==> config.mk <==
export PLATFORM = sky130hd
export DESIGN_NAME = postupd_load_unit
export DESIGN_NICKNAME = d
export VERILOG_FILES = /design/src/rtl/pul_pkg.sv /design/src/rtl/pul_decode.sv /design/src/rtl/pul_extend.sv /design/src/rtl/pul_ctrl.sv /design/src/rtl/postupd_load_unit.sv
export SDC_FILE = /design/constraint.sdc
export NUM_CORES = 1
export LEC_CHECK = 0
export BUFFER_PORTS_ARGS = -buffer_cell sky130_fd_sc_hd__buf_2
export CORE_AREA = 2 2 172 174
export CTS_CLUSTER_DIAMETER = 100
export DETAILED_ROUTE_END_ITERATION = 8
export DIE_AREA = 0 0 174 176
export PLACE_DENSITY = 0.76
export SLEW_MARGIN = 15
export SYNTH_ARGS = -nofsm -noshare
export SYNTH_HDL_FRONTEND = slang
export SYNTH_SLANG_ARGS = --single-unit
==> constraint.sdc <==
create_clock -name clk_i -period 2.6 [get_ports clk_i]
set_input_delay 0.52 -clock clk_i [delete_from_list [all_inputs] [get_ports clk_i]]
set_output_delay 0.52 -clock clk_i [all_outputs]
set_load 0.01 [all_outputs]
==> src/rtl/pul_pkg.sv <==
package pul_pkg;
  typedef enum logic [1:0] {
    SZ_BYTE = 2'd0,
    SZ_HALF = 2'd1,
    SZ_WORD = 2'd2,
    SZ_DBL  = 2'd3
  } ld_size_e;

  typedef enum logic [1:0] {
    FM_DISP = 2'd0,
    FM_DSCL = 2'd1,
    FM_INDX = 2'd2,
    FM_RSVD = 2'd3
  } ld_form_e;

  typedef enum logic [1:0] {
    ST_IDLE = 2'd0,
    ST_REQ  = 2'd1,
    ST_WAIT = 2'd2,
    ST_DONE = 2'd3
  } ctrl_st_e;
endpackage

==> src/rtl/pul_decode.sv <==
module pul_decode
  import pul_pkg::*;
#(
  parameter int XLEN   = 64,
  parameter int AW     = 5,
  parameter int DISP_W = 16
) (
  input  logic [1:0]        size_i,
  input  logic              sext_i,
  input  logic [1:0]        form_i,
  input  logic [AW-1:0]     rt_i,
  input  logic [AW-1:0]     ra_i,
  input  logic [DISP_W-1:0] disp_i,
  input  logic [XLEN-1:0]   rb_val_i,
  output logic              invalid_o,
  output logic [XLEN-1:0]   offset_o
);
  localparam int DSF_W = DISP_W - 2;

  ld_size_e sz;
  ld_form_e fm;
  logic     reg_bad;
  logic     combo_bad;
  logic [DISP_W-1:0] dscl;

  assign sz   = ld_size_e'(size_i);
  assign fm   = ld_form_e'(form_i);
  assign dscl = {disp_i[DSF_W-1:0], 2'b00};

  assign reg_bad = (ra_i == '0) || (ra_i == rt_i);

  always_comb begin
    combo_bad = 1'b0;
    unique case (fm)
      FM_DISP: combo_bad = (sz == SZ_DBL) ||
                           (sext_i && ((sz == SZ_BYTE) || (sz == SZ_WORD)));
      FM_DSCL: combo_bad = (sz != SZ_DBL);
      FM_INDX: combo_bad = sext_i && (sz == SZ_BYTE);
      default: combo_bad = 1'b1;
    endcase
  end

  assign invalid_o = reg_bad || combo_bad;

  always_comb begin
    unique case (fm)
      FM_DISP: offset_o = {{(XLEN-DISP_W){disp_i[DISP_W-1]}}, disp_i};
      FM_DSCL: offset_o = {{(XLEN-DISP_W){dscl[DISP_W-1]}}, dscl};
      FM_INDX: offset_o = rb_val_i;
      default: offset_o = '0;
    endcase
  end
endmodule

==> src/rtl/pul_extend.sv <==
module pul_extend
  import pul_pkg::*;
#(
  parameter int XLEN = 64
) (
  input  logic [1:0]      size_i,
  input  logic            sext_i,
  input  logic [XLEN-1:0] raw_i,
  output logic [XLEN-1:0] value_o
);
  localparam int NSUB = 3;

  logic [XLEN-1:0] lane [NSUB];

  for (genvar k = 0; k < NSUB; k++) begin : g_lane
    localparam int W = 8 << k;
    assign lane[k] = {{(XLEN-W){sext_i & raw_i[W-1]}}, raw_i[W-1:0]};
  end

  always_comb begin
    unique case (ld_size_e'(size_i))
      SZ_BYTE: value_o = lane[0];
      SZ_HALF: value_o = lane[1];
      SZ_WORD: value_o = lane[2];
      default: value_o = raw_i;
    endcase
  end
endmodule

==> src/rtl/pul_ctrl.sv <==
module pul_ctrl
  import pul_pkg::*;
#(
  parameter int XLEN = 64,
  parameter int AW   = 5
) (
  input  logic            clk_i,
  input  logic            rst_ni,
  input  logic            issue_valid_i,
  output logic            issue_ready_o,
  input  logic            invalid_i,
  input  logic [1:0]      size_i,
  input  logic            sext_i,
  input  logic [AW-1:0]   rt_i,
  input  logic [AW-1:0]   ra_i,
  input  logic [XLEN-1:0] addr_i,
  input  logic [XLEN-1:0] upd_i,
  output logic [1:0]      size_q_o,
  output logic            sext_q_o,
  output logic            mem_req_valid_o,
  input  logic            mem_req_ready_i,
  output logic [XLEN-1:0] mem_addr_o,
  output logic [1:0]      mem_size_o,
  input  logic            mem_rsp_valid_i,
  input  logic [XLEN-1:0] ext_data_i,
  output logic            done_o,
  output logic            invalid_o,
  output logic            rt_we_o,
  output logic [AW-1:0]   rt_addr_o,
  output logic [XLEN-1:0] rt_data_o,
  output logic            ra_we_o,
  output logic [AW-1:0]   ra_addr_o,
  output logic [XLEN-1:0] ra_data_o
);
  ctrl_st_e        st_q, st_d;
  logic [1:0]      size_q;
  logic            sext_q;
  logic            inv_q;
  logic [AW-1:0]   rt_q, ra_q;
  logic [XLEN-1:0] addr_q, upd_q, data_q;
  logic            accept;

  assign issue_ready_o = (st_q == ST_IDLE);
  assign accept        = issue_ready_o && issue_valid_i;

  always_comb begin
    st_d = st_q;
    unique case (st_q)
      ST_IDLE: if (issue_valid_i) st_d = invalid_i ? ST_DONE : ST_REQ;
      ST_REQ:  if (mem_req_ready_i) st_d = ST_WAIT;
      ST_WAIT: if (mem_rsp_valid_i) st_d = ST_DONE;
      default: st_d = ST_IDLE;
    endcase
  end

  always_ff @(posedge clk_i or negedge rst_ni) begin
    if (!rst_ni) begin
      st_q   <= ST_IDLE;
      size_q <= '0;
      sext_q <= 1'b0;
      inv_q  <= 1'b0;
      rt_q   <= '0;
      ra_q   <= '0;
      addr_q <= '0;
      upd_q  <= '0;
      data_q <= '0;
    end else begin
      st_q <= st_d;
      if (accept) begin
        size_q <= size_i;
        sext_q <= sext_i;
        inv_q  <= invalid_i;
        rt_q   <= rt_i;
        ra_q   <= ra_i;
        addr_q <= addr_i;
        upd_q  <= upd_i;
      end
      if ((st_q == ST_WAIT) && mem_rsp_valid_i) data_q <= ext_data_i;
    end
  end

  assign size_q_o        = size_q;
  assign sext_q_o        = sext_q;
  assign mem_req_valid_o = (st_q == ST_REQ);
  assign mem_addr_o      = addr_q;
  assign mem_size_o      = size_q;

  assign done_o    = (st_q == ST_DONE);
  assign invalid_o = done_o && inv_q;
  assign rt_we_o   = done_o && !inv_q;
  assign ra_we_o   = done_o && !inv_q;
  assign rt_addr_o = rt_q;
  assign ra_addr_o = ra_q;
  assign rt_data_o = data_q;
  assign ra_data_o = upd_q;
endmodule

==> src/rtl/postupd_load_unit.sv <==
module postupd_load_unit #(
  parameter int XLEN   = 64,
  parameter int AW     = 5,
  parameter int DISP_W = 16
) (
  input  logic              clk_i,
  input  logic              rst_ni,
  input  logic              issue_valid_i,
  output logic              issue_ready_o,
  input  logic [1:0]        size_i,
  input  logic              sext_i,
  input  logic [1:0]        form_i,
  input  logic [AW-1:0]     rt_i,
  input  logic [AW-1:0]     ra_i,
  input  logic [DISP_W-1:0] disp_i,
  input  logic [XLEN-1:0]   ra_val_i,
  input  logic [XLEN-1:0]   rb_val_i,
  output logic              mem_req_valid_o,
  input  logic              mem_req_ready_i,
  output logic [XLEN-1:0]   mem_addr_o,
  output logic [1:0]        mem_size_o,
  input  logic              mem_rsp_valid_i,
  input  logic [XLEN-1:0]   mem_rsp_data_i,
  output logic              done_o,
  output logic              invalid_o,
  output logic              rt_we_o,
  output logic [AW-1:0]     rt_addr_o,
  output logic [XLEN-1:0]   rt_data_o,
  output logic              ra_we_o,
  output logic [AW-1:0]     ra_addr_o,
  output logic [XLEN-1:0]   ra_data_o
);
  logic            dec_invalid;
  logic [XLEN-1:0] dec_offset;
  logic [XLEN-1:0] upd_addr;
  logic [1:0]      size_q;
  logic            sext_q;
  logic [XLEN-1:0] ext_data;

  pul_decode #(.XLEN(XLEN), .AW(AW), .DISP_W(DISP_W)) u_decode (
    .size_i    (size_i),
    .sext_i    (sext_i),
    .form_i    (form_i),
    .rt_i      (rt_i),
    .ra_i      (ra_i),
    .disp_i    (disp_i),
    .rb_val_i  (rb_val_i),
    .invalid_o (dec_invalid),
    .offset_o  (dec_offset)
  );

  // wrap-around: carry out discarded
  assign upd_addr = ra_val_i + dec_offset;

  pul_extend #(.XLEN(XLEN)) u_extend (
    .size_i  (size_q),
    .sext_i  (sext_q),
    .raw_i   (mem_rsp_data_i),
    .value_o (ext_data)
  );

  pul_ctrl #(.XLEN(XLEN), .AW(AW)) u_ctrl (
    .clk_i           (clk_i),
    .rst_ni          (rst_ni),
    .issue_valid_i   (issue_valid_i),
    .issue_ready_o   (issue_ready_o),
    .invalid_i       (dec_invalid),
    .size_i          (size_i),
    .sext_i          (sext_i),
    .rt_i            (rt_i),
    .ra_i            (ra_i),
    .addr_i          (ra_val_i),
    .upd_i           (upd_addr),
    .size_q_o        (size_q),
    .sext_q_o        (sext_q),
    .mem_req_valid_o (mem_req_valid_o),
    .mem_req_ready_i (mem_req_ready_i),
    .mem_addr_o      (mem_addr_o),
    .mem_size_o      (mem_size_o),
    .mem_rsp_valid_i (mem_rsp_valid_i),
    .ext_data_i      (ext_data),
    .done_o          (done_o),
    .invalid_o       (invalid_o),
    .rt_we_o         (rt_we_o),
    .rt_addr_o       (rt_addr_o),
    .rt_data_o       (rt_data_o),
    .ra_we_o         (ra_we_o),
    .ra_addr_o       (ra_addr_o),
    .ra_data_o       (ra_data_o)
  );
endmodule

==> results of run 1 <==
==> worst max-delay path: stages <==
cell and delay, ps:
buf_12 120, mux2i_1 110, or2_4 280, buf_6 160
a21oi_4 180, ha_4 190, nand4_1 190, buf_4 210
buf_6 110, nor2_2 120, a22oi_2 70, a221o_1 410
a211oi_4 330, o2111ai_2 190, a21oi_2 190, or4_1 130
nand3_1 90
==> Yosys cell counts, types with 10 or more instances <==
cell	instances	area [um2]
o21ai_0	86	430
clkbuf_1	90	338
dfrtp_1	208	5200
xor2_1	26	228
nand3_1	17	85.1
o21bai_1	16	120
nand2_1	451	1690
nor3_1	11	55.1
mux2_2	10	113
nor2_1	115	432
inv_1	24	90.1
a21oi_1	209	1050
xnor2_1	29	254
a31oi_1	17	106
a21o_1	29	218
ha_1	67	838
o21ai_1	27	135
nand4_1	23	144
mux2i_1	20	200
and2_1	12	75.1
==> repair_timing <==
item / in CTS / in global routing
gates resized for setup: 156 / 110
endpoints found under the hold margin: 48 / 0
hold buffers: 1 / 0
endpoints found under the setup margin: 52 / 54
pin swaps: 87 / 90
cloned: 4 / 0
buffers inserted: 45 / 20
==> cell families after synthesis <==
family / count (synthesis)
compound gates: 463
xor+xnor: 55
buf+inv: 126
simple gates: 666
flops: 208
fa+ha+maj: 68
mux: 30
==> cell type report <==
class	instances	area (um2)
inverter	24	90.1
multi-input combinational	1283	8390
sequential	208	5200
clock inverter	12	243
antenna	1	2.50
timing repair buffer	796	5280
tap	384	480
clock buffer	28	657
fill	2107	8200
==> sequential cells by signal, indices dropped and copies added, names as in the netlist <==
signal	cells
u_ctrl.rt_data_o	64
u_ctrl.st_q	2
u_ctrl.rt_addr_o	5
u_ctrl.ra_data_o	64
u_ctrl.sext_q_o	1
u_ctrl.mem_addr_o	64
u_ctrl.ra_addr_o	5
u_ctrl.mem_size_o	2
u_ctrl.inv_q	1
==> power breakdown <==
group	internal, W	switching (W)	total [W]	leakage (nW)
combinational	0.00382	0.00521	0.00903	7.25
clock	0.00248	0.00143	0.00392	0.431
sequential	0.00482	0.000947	0.00577	2.53
total	0.0111	0.00759	0.0187	10.2
==> stage by stage <==
stage,TNS (ps),utilization,hold slack (ps)
final,-15550,0.713,209
after global routing,-19250,0.713,207
after CTS,-9490,0.689,199
after detailed placement,-48750,0.621,457
after global placement,-44030,0.621,453
after floorplan,-21070,-,224
==> per-layer routing <==
layer	vias up	global-route usage
li1	7002	-
met1	7388	0.385
met2	848	0.570
met3	223	0.0622
met4	6	0.148
met5	-	0
==> worst min path at each step <==
stage	end	slack [ps]	depth (start not counted)
2_1_floorplan	u_ctrl.inv_q	220	0
3_3_place_gp	u_ctrl.mem_addr_o[9]	450	2
3_5_place_dp	u_ctrl.mem_addr_o[22]	460	2
4_1_cts	u_ctrl.mem_addr_o[33]	200	3
5_1_grt	u_ctrl.mem_addr_o[33]	210	3
6_report	u_ctrl.mem_addr_o[33]	210	3
==> layout by cell type (no fill, tap or decap), types with 9 or more instances in the layout <==
cell type / instances
nand2_1: 436
buf_2: 434
buf_4: 309
dfrtp_1: 208
a21oi_1: 152
nor2_1: 107
o21ai_1: 51
ha_1: 48
o21ai_0: 46
a21oi_2: 44
buf_6: 31
a21o_1: 29
clkbuf_16: 25
inv_1: 24
nand4_1: 23
xnor2_1: 21
xor2_1: 18
mux2i_1: 17
a31oi_1: 17
nand3_1: 17
a21oi_4: 14
ha_4: 14
buf_12: 14
o21ai_2: 13
nand2_2: 13
and2_4: 9
mux2_2: 9
==> flow_metrics.tcl, run 1 <==
set metrics [dict create \
    route.top_layer_used "met5" \
    wl_met3_mm 4.44 \
    clk_pin_slew_worst_paths_ps 60 \
    grt_overflow_total 0 \
    avgSynthCellArea_um2 7.93 \
    num_rows 62 \
    yosys.area_share.simple 0.214 \
    finalCritPeriodShare 1.24 \
    grt_use_total 0.324 \
    wl_per_cell_um 19.9 \
    fmaxAchievable_mhz 311 \
    antenna_found_initial 5 \
    endpoint "u_ctrl.ra_data_o[63]" \
    fin_ws_ps -613 \
    drcViolationCount 0 \
    rsz0062_at_grt "yes" \
    synth_top_family_by_area "simple AND/OR/NAND/NOR gates" \
    async_flop_share 1.00 \
    tritoncts.num_buffers 24 \
    critPathMaxFanout 6 \
    met2_length_mm 26.6 \
    clk_latency_ps 540 \
    max_slew_margin 0.566 \
    htreeDepth 1 \
    drt-vias-per-instance 5.65 \
    tritoncts "built" \
    fp.dieH_um 176 \
    run_status "finished, violations left" \
    synth_cell_types 65 \
    die_area_um2 30600 \
    worstSetupPathType "input pin to register" \
    grt_max_degree 74 \
    cts_sinks 208 \
    drt_iter0_markers 1227 \
    critPathLaunch "form_i[0]" \
    drv_slew 0 \
    synthAdderAreaFrac 0.0670 \
    final_cell_area_um2 20300 \
    timing.rr.start "u_ctrl.mem_size_o[0]" \
    timing.rr.end "u_ctrl.rt_data_o[47]" \
    io_pins 438 \
    synthMuxAreaShare 0.0244 \
    drt_wl_total_mm 54.4 \
    min-delay-start "ra_val_i[33]" \
    core_um2 28500 \
    drt-pass1-iter-count 6 \
    syn_inst 1616 \
    syn_area_um2 12800 \
    min_path_type "input pin to register" \
    fin_crit_ps 3210 \
    finalHoldViolations 0 \
    dp.cells 2630 \
    layoutNonFillerInstCount 2736 \
    root_buffer "clkbuf_16" \
    setup_violations 50 \
    initial_utilization 0.449 \
    leakagePower_nw 10.2 \
    yosysWarnings 0 \
    cp.required_ps 2990 \
    total_power_w 0.0187 \
    reg2reg_depth 7 \
    grt_pass1_wl_mm 79.7 \
    grt_pass1_vias 15100 \
    area_delta_synth_final_pct 58.9 \
    synth_edf_count 0 \
    end_kind "register" \
    violations "negative setup slack" \
    dp_slack_ps -1160 \
    dpl.hpwl_mm 37.5 \
    place_congestion 0.948 \
    dieWidth_um 174 \
    final_nets 2633 \
    drt-met1-wl_mm 20.1 \
    worstMarginPinSlew_ps 651 \
    antenna_left 0 \
    synth_xor_area_frac 0.0376 \
    setup.worst_path.start_class "input pin" \
    dr_total_vias 15500 \
    cap_viol_max_count 0 \
    irDropWorstVdd_v 0.000646 \
    cp.arrival_ps 3600 \
    synth_compound_area_frac 0.213 \
    postPlaceCellArea_um2 17700 \
    ys_ff_latch 208 \
    clock_path_buffers 3 \
    finClkSkew_ps 25.0 \
    p_per_area_nw_per_um2 920 \
    drive_above_1_share 0.445 \
    synth.yosys.seq_area_share 0.406 \
    portBuffers 437 \
    ys.flop_type "dfrtp_1" \
    reg2reg_slack_ps 440 \
    syn_nets 1912 \
]
(Power assumes the default switching activity.)
==> run 2, diff against run 1 <==
--- a/config.mk
+++ b/config.mk
@@ -6,12 +6,13 @@
 export NUM_CORES = 1
 export LEC_CHECK = 0
 export BUFFER_PORTS_ARGS = -buffer_cell sky130_fd_sc_hd__buf_2
-export CORE_AREA = 2 2 172 174
+export CORE_AREA = 2 2 171 173
 export CTS_CLUSTER_DIAMETER = 100
 export DETAILED_ROUTE_END_ITERATION = 8
-export DIE_AREA = 0 0 174 176
-export PLACE_DENSITY = 0.76
+export DIE_AREA = 0 0 173 175
+export PLACE_DENSITY = 0.8
 export SLEW_MARGIN = 15
 export SYNTH_ARGS = -nofsm -noshare
 export SYNTH_HDL_FRONTEND = slang
+export SYNTH_HIERARCHICAL = 1
 export SYNTH_SLANG_ARGS = --single-unit
==> run 2 against run 1 <==
Against the previous run: the run still ends with negative setup slack left; setup slack lost 41 ps; flip-flop and latch count is the same; critical path depth shrank 1; global-route usage shrank 2.6 points; combinational power grew 4.8%; cell count shrank 11%; worst hold slack gained 23 ps; count of clock-buffer cells in the layout grew 3; critical endpoint is now u_ctrl/ra_data_o[58].
==> flow_metrics.tcl, run 2 <==
set metrics [dict create \
    run_status "finished, violations left" \
    violations "negative setup slack" \
    drt_wl_total_mm 49.8 \
    netlist_top_cells_count "208 x dfrtp_1, 206 x mux2_2, 145 x nand2_1" \
    syn_nets 1666 \
    cp.arrival_ps 3660 \
    avgSynthCellArea_um2 10.0 \
    die_area_um2 30300 \
    core_um2 28400 \
    synth.yosys.seq_area_share 0.381 \
    finClkSkew_ps 16.5 \
    netlist.area_leader.share 0.381 \
    setup_violations 48 \
    grt_pass1_vias 13900 \
    combPwrFrac 0.505 \
    final_cell_mix "434 x buf_2, 262 x buf_4, 207 x dfrtp_1" \
    end_kind "register" \
    dr_total_vias 13900 \
    clk_pin_slew_worst_paths_ps 60 \
    antenna_left 0 \
    synth_top_cell_by_area "dfrtp_1" \
    met1_usage 0.350 \
    root_buffer "clkbuf_16" \
    min_path_type "input pin to register" \
    final_common_cell "buf_2" \
    fp.dieH_um 175 \
    fin_ws_ps -654 \
    synth_edf_count 0 \
    drt_iter0_markers 758 \
    layoutNonFillerInstCount 2433 \
    grt_overflow_total 0 \
    yosysMostFrequentCell "dfrtp_1" \
    syn_inst 1368 \
    final_nets 2328 \
    syn_area_um2 13700 \
    drt-vias-per-instance 5.72 \
    reg2reg_slack_ps 700 \
    reg2reg_depth 5 \
    grt_pass1_wl_mm 73.0 \
    fin_crit_ps 3250 \
    p_sw_w 0.00714 \
    timing.rr.start "u_ctrl/st_q[0]" \
    endpoint "u_ctrl/ra_data_o[58]" \
    postPlaceCellArea_um2 18000 \
    switching_share 0.381 \
    fmaxAchievable_mhz 307 \
    critPathLaunch "form_i[0]" \
    async_flop_share 1.00 \
    leakagePower_nw 10.0 \
    worstSetupPathType "input pin to register" \
    timing.rr.end "u_ctrl/rt_data_o[53]" \
    grt_use_met3 0.0603 \
    gr-max-usage-layer "met2" \
    pwr-share-clk 0.189 \
    antenna_found_initial 4 \
    htreeDepth 1 \
    p_seq_frac 0.306 \
    drcViolationCount 0 \
    ys_ff_latch 208 \
    initial_utilization 0.482 \
    wl_per_cell_um 20.5 \
    drt-pass1-iter-count 5 \
    p_int_w 0.0116 \
    tritoncts.num_buffers 24 \
    num_rows 62 \
    synth_area_leaders "dfrtp_1 38%, mux2_2 17%, ha_1 6.3%" \
    dieWidth_um 173 \
    finalCritPeriodShare 1.25 \
    drv_slew 0 \
    irDropWorstVdd_v 0.000788 \
    setup.worst_path.start_class "input pin" \
    dp.cells 2328 \
    grt_max_degree 75 \
    clock_path_buffers 3 \
    tritoncts "built" \
    io_pins 438 \
    ys.flop_type "dfrtp_1" \
    synth_cell_types 71 \
    grt_use_met2 0.534 \
    worstMarginPinSlew_ps 579 \
    max_slew_margin 0.614 \
    clk_latency_ps 530 \
    cap_viol_max_count 0 \
    dpl.hpwl_mm 35.3 \
    cts_sinks 208 \
    area_delta_synth_final_pct 48.1 \
    portBuffers 437 \
    p_per_area_nw_per_um2 925 \
    place_congestion 0.943 \
    critPathMaxFanout 12 \
    yosysWarnings 6 \
    grt_use_total 0.298 \
    rsz0062_at_grt "yes" \
    cp.required_ps 3010 \
    finalHoldViolations 0 \
    drive_above_1_share 0.580 \
    final_cell_area_um2 20300 \
]
run 2: cell count changes in the layout (fill, tap and decap cells not counted), moves of 9 or more:
cell      change
nand2_1     -301
mux2_2      +191
a21oi_1      -83
nor2_1       -78
buf_4        -47
o21ai_1      -32
nand3_1      +22
o211ai_1     +17
o211ai_2     +14
xor2_1       +14
a31oi_1      -12
inv_1         +9
run 2: routing by layer:
metal / wire length [um] / part of all wire / vias to the layer above
li1: - / - / 6253
met1: 18300 / 0.37 / 6853
met2: 25100 / 0.50 / 636
met3: 3790 / 0.076 / 177
met4: 2570 / 0.052 / 4
met5: 24 / 0.00048 / -
run 2: final cells by class:
type | count | area (um2)
Clock buffer | 31 | 668
Multi-Input combinational cell | 1015 | 8720
Tap cell | 384 | 480
Inverter | 35 | 131
Timing Repair Buffer | 746 | 4890
Sequential cell | 208 | 5210
Fill cell | 1968 | 8140
Antenna cell | 2 | 5.00
Clock inverter | 12 | 155
run 2: repair_timing:
item | CTS | global route
setup endpoints to repair | 50 | 52
cloned | 2 | 2
pin swaps | 41 | 61
hold buffers | 1 | 0
resized for setup | 94 | 114
endpoints found under the hold margin | 67 | 0
setup buffers | 31 | 24
run 2: worst min path at each step:
stage,startpoint,endpoint,slack [ps],cells after the start
floorplan,rst_ni,u_ctrl/inv_q,220,0
global placement,u_ctrl/rt_data_o[3],u_ctrl/rt_data_o[3],480,1
detailed placement,u_ctrl/rt_data_o[16],u_ctrl/rt_data_o[16],490,1
CTS,mem_rsp_data_i[0],u_ctrl/rt_data_o[0],210,2
global route,mem_rsp_data_i[4],u_ctrl/rt_data_o[4],220,2
finish,mem_rsp_data_i[0],u_ctrl/rt_data_o[0],230,2
run 2: stage by stage:
stage               hold slack (ps)  total power, W   util  setup slack [ps]  TNS (ps)
CTS                             214          0.0184  0.687              -544    -15640
detailed placement              487          0.0145  0.634             -1240    -52860
global placement                480          0.0142  0.634             -1150    -49910
finish                          232          0.0187  0.713              -654    -21350
global route                    224          0.0197  0.713              -767    -25880
floorplan                       224          0.0109      -              -876    -22500
run 2: critical path, cell delays in order:
cell,delay (ps)
buf_8,110
mux2i_1,110
or2_4,300
buf_12,180
a21oi_1,170
ha_2,350
a21oi_1,260
o211ai_1,150
a21oi_2,180
a31oi_2,120
buf_4,160
o31a_4,380
and4bb_1,210
nor3_2,120
xnor2_1,80
mux2_2,250
run 2: power groups by stage:
stage | sequential, W | combinational (W) | clock, W
finish | 0.00573 | 0.00946 | 0.00354
global route | 0.00591 | 0.0101 | 0.00372
CTS | 0.00570 | 0.00905 | 0.00361
detailed placement | 0.00574 | 0.00876 | 0
global placement | 0.00563 | 0.00855 | 0
floorplan | 0.00635 | 0.00456 | 0
run 2: cells by family (layout without fill, tap and decap cells):
kind of cell | after synthesis | after routing | share of synthesized area
DFF | 208 | 208 | 0.381
muxes | 226 | 226 | 0.185
adders and majority gates | 70 | 70 | 0.0646
xor gates and xnor gates | 67 | 67 | 0.0429
and+or+nand+nor | 306 | 307 | 0.105
AOI/OAI and AO/OA | 345 | 345 | 0.164
buffers and inverters | 146 | 824 | 0.0574
other | 0 | 2 | 0
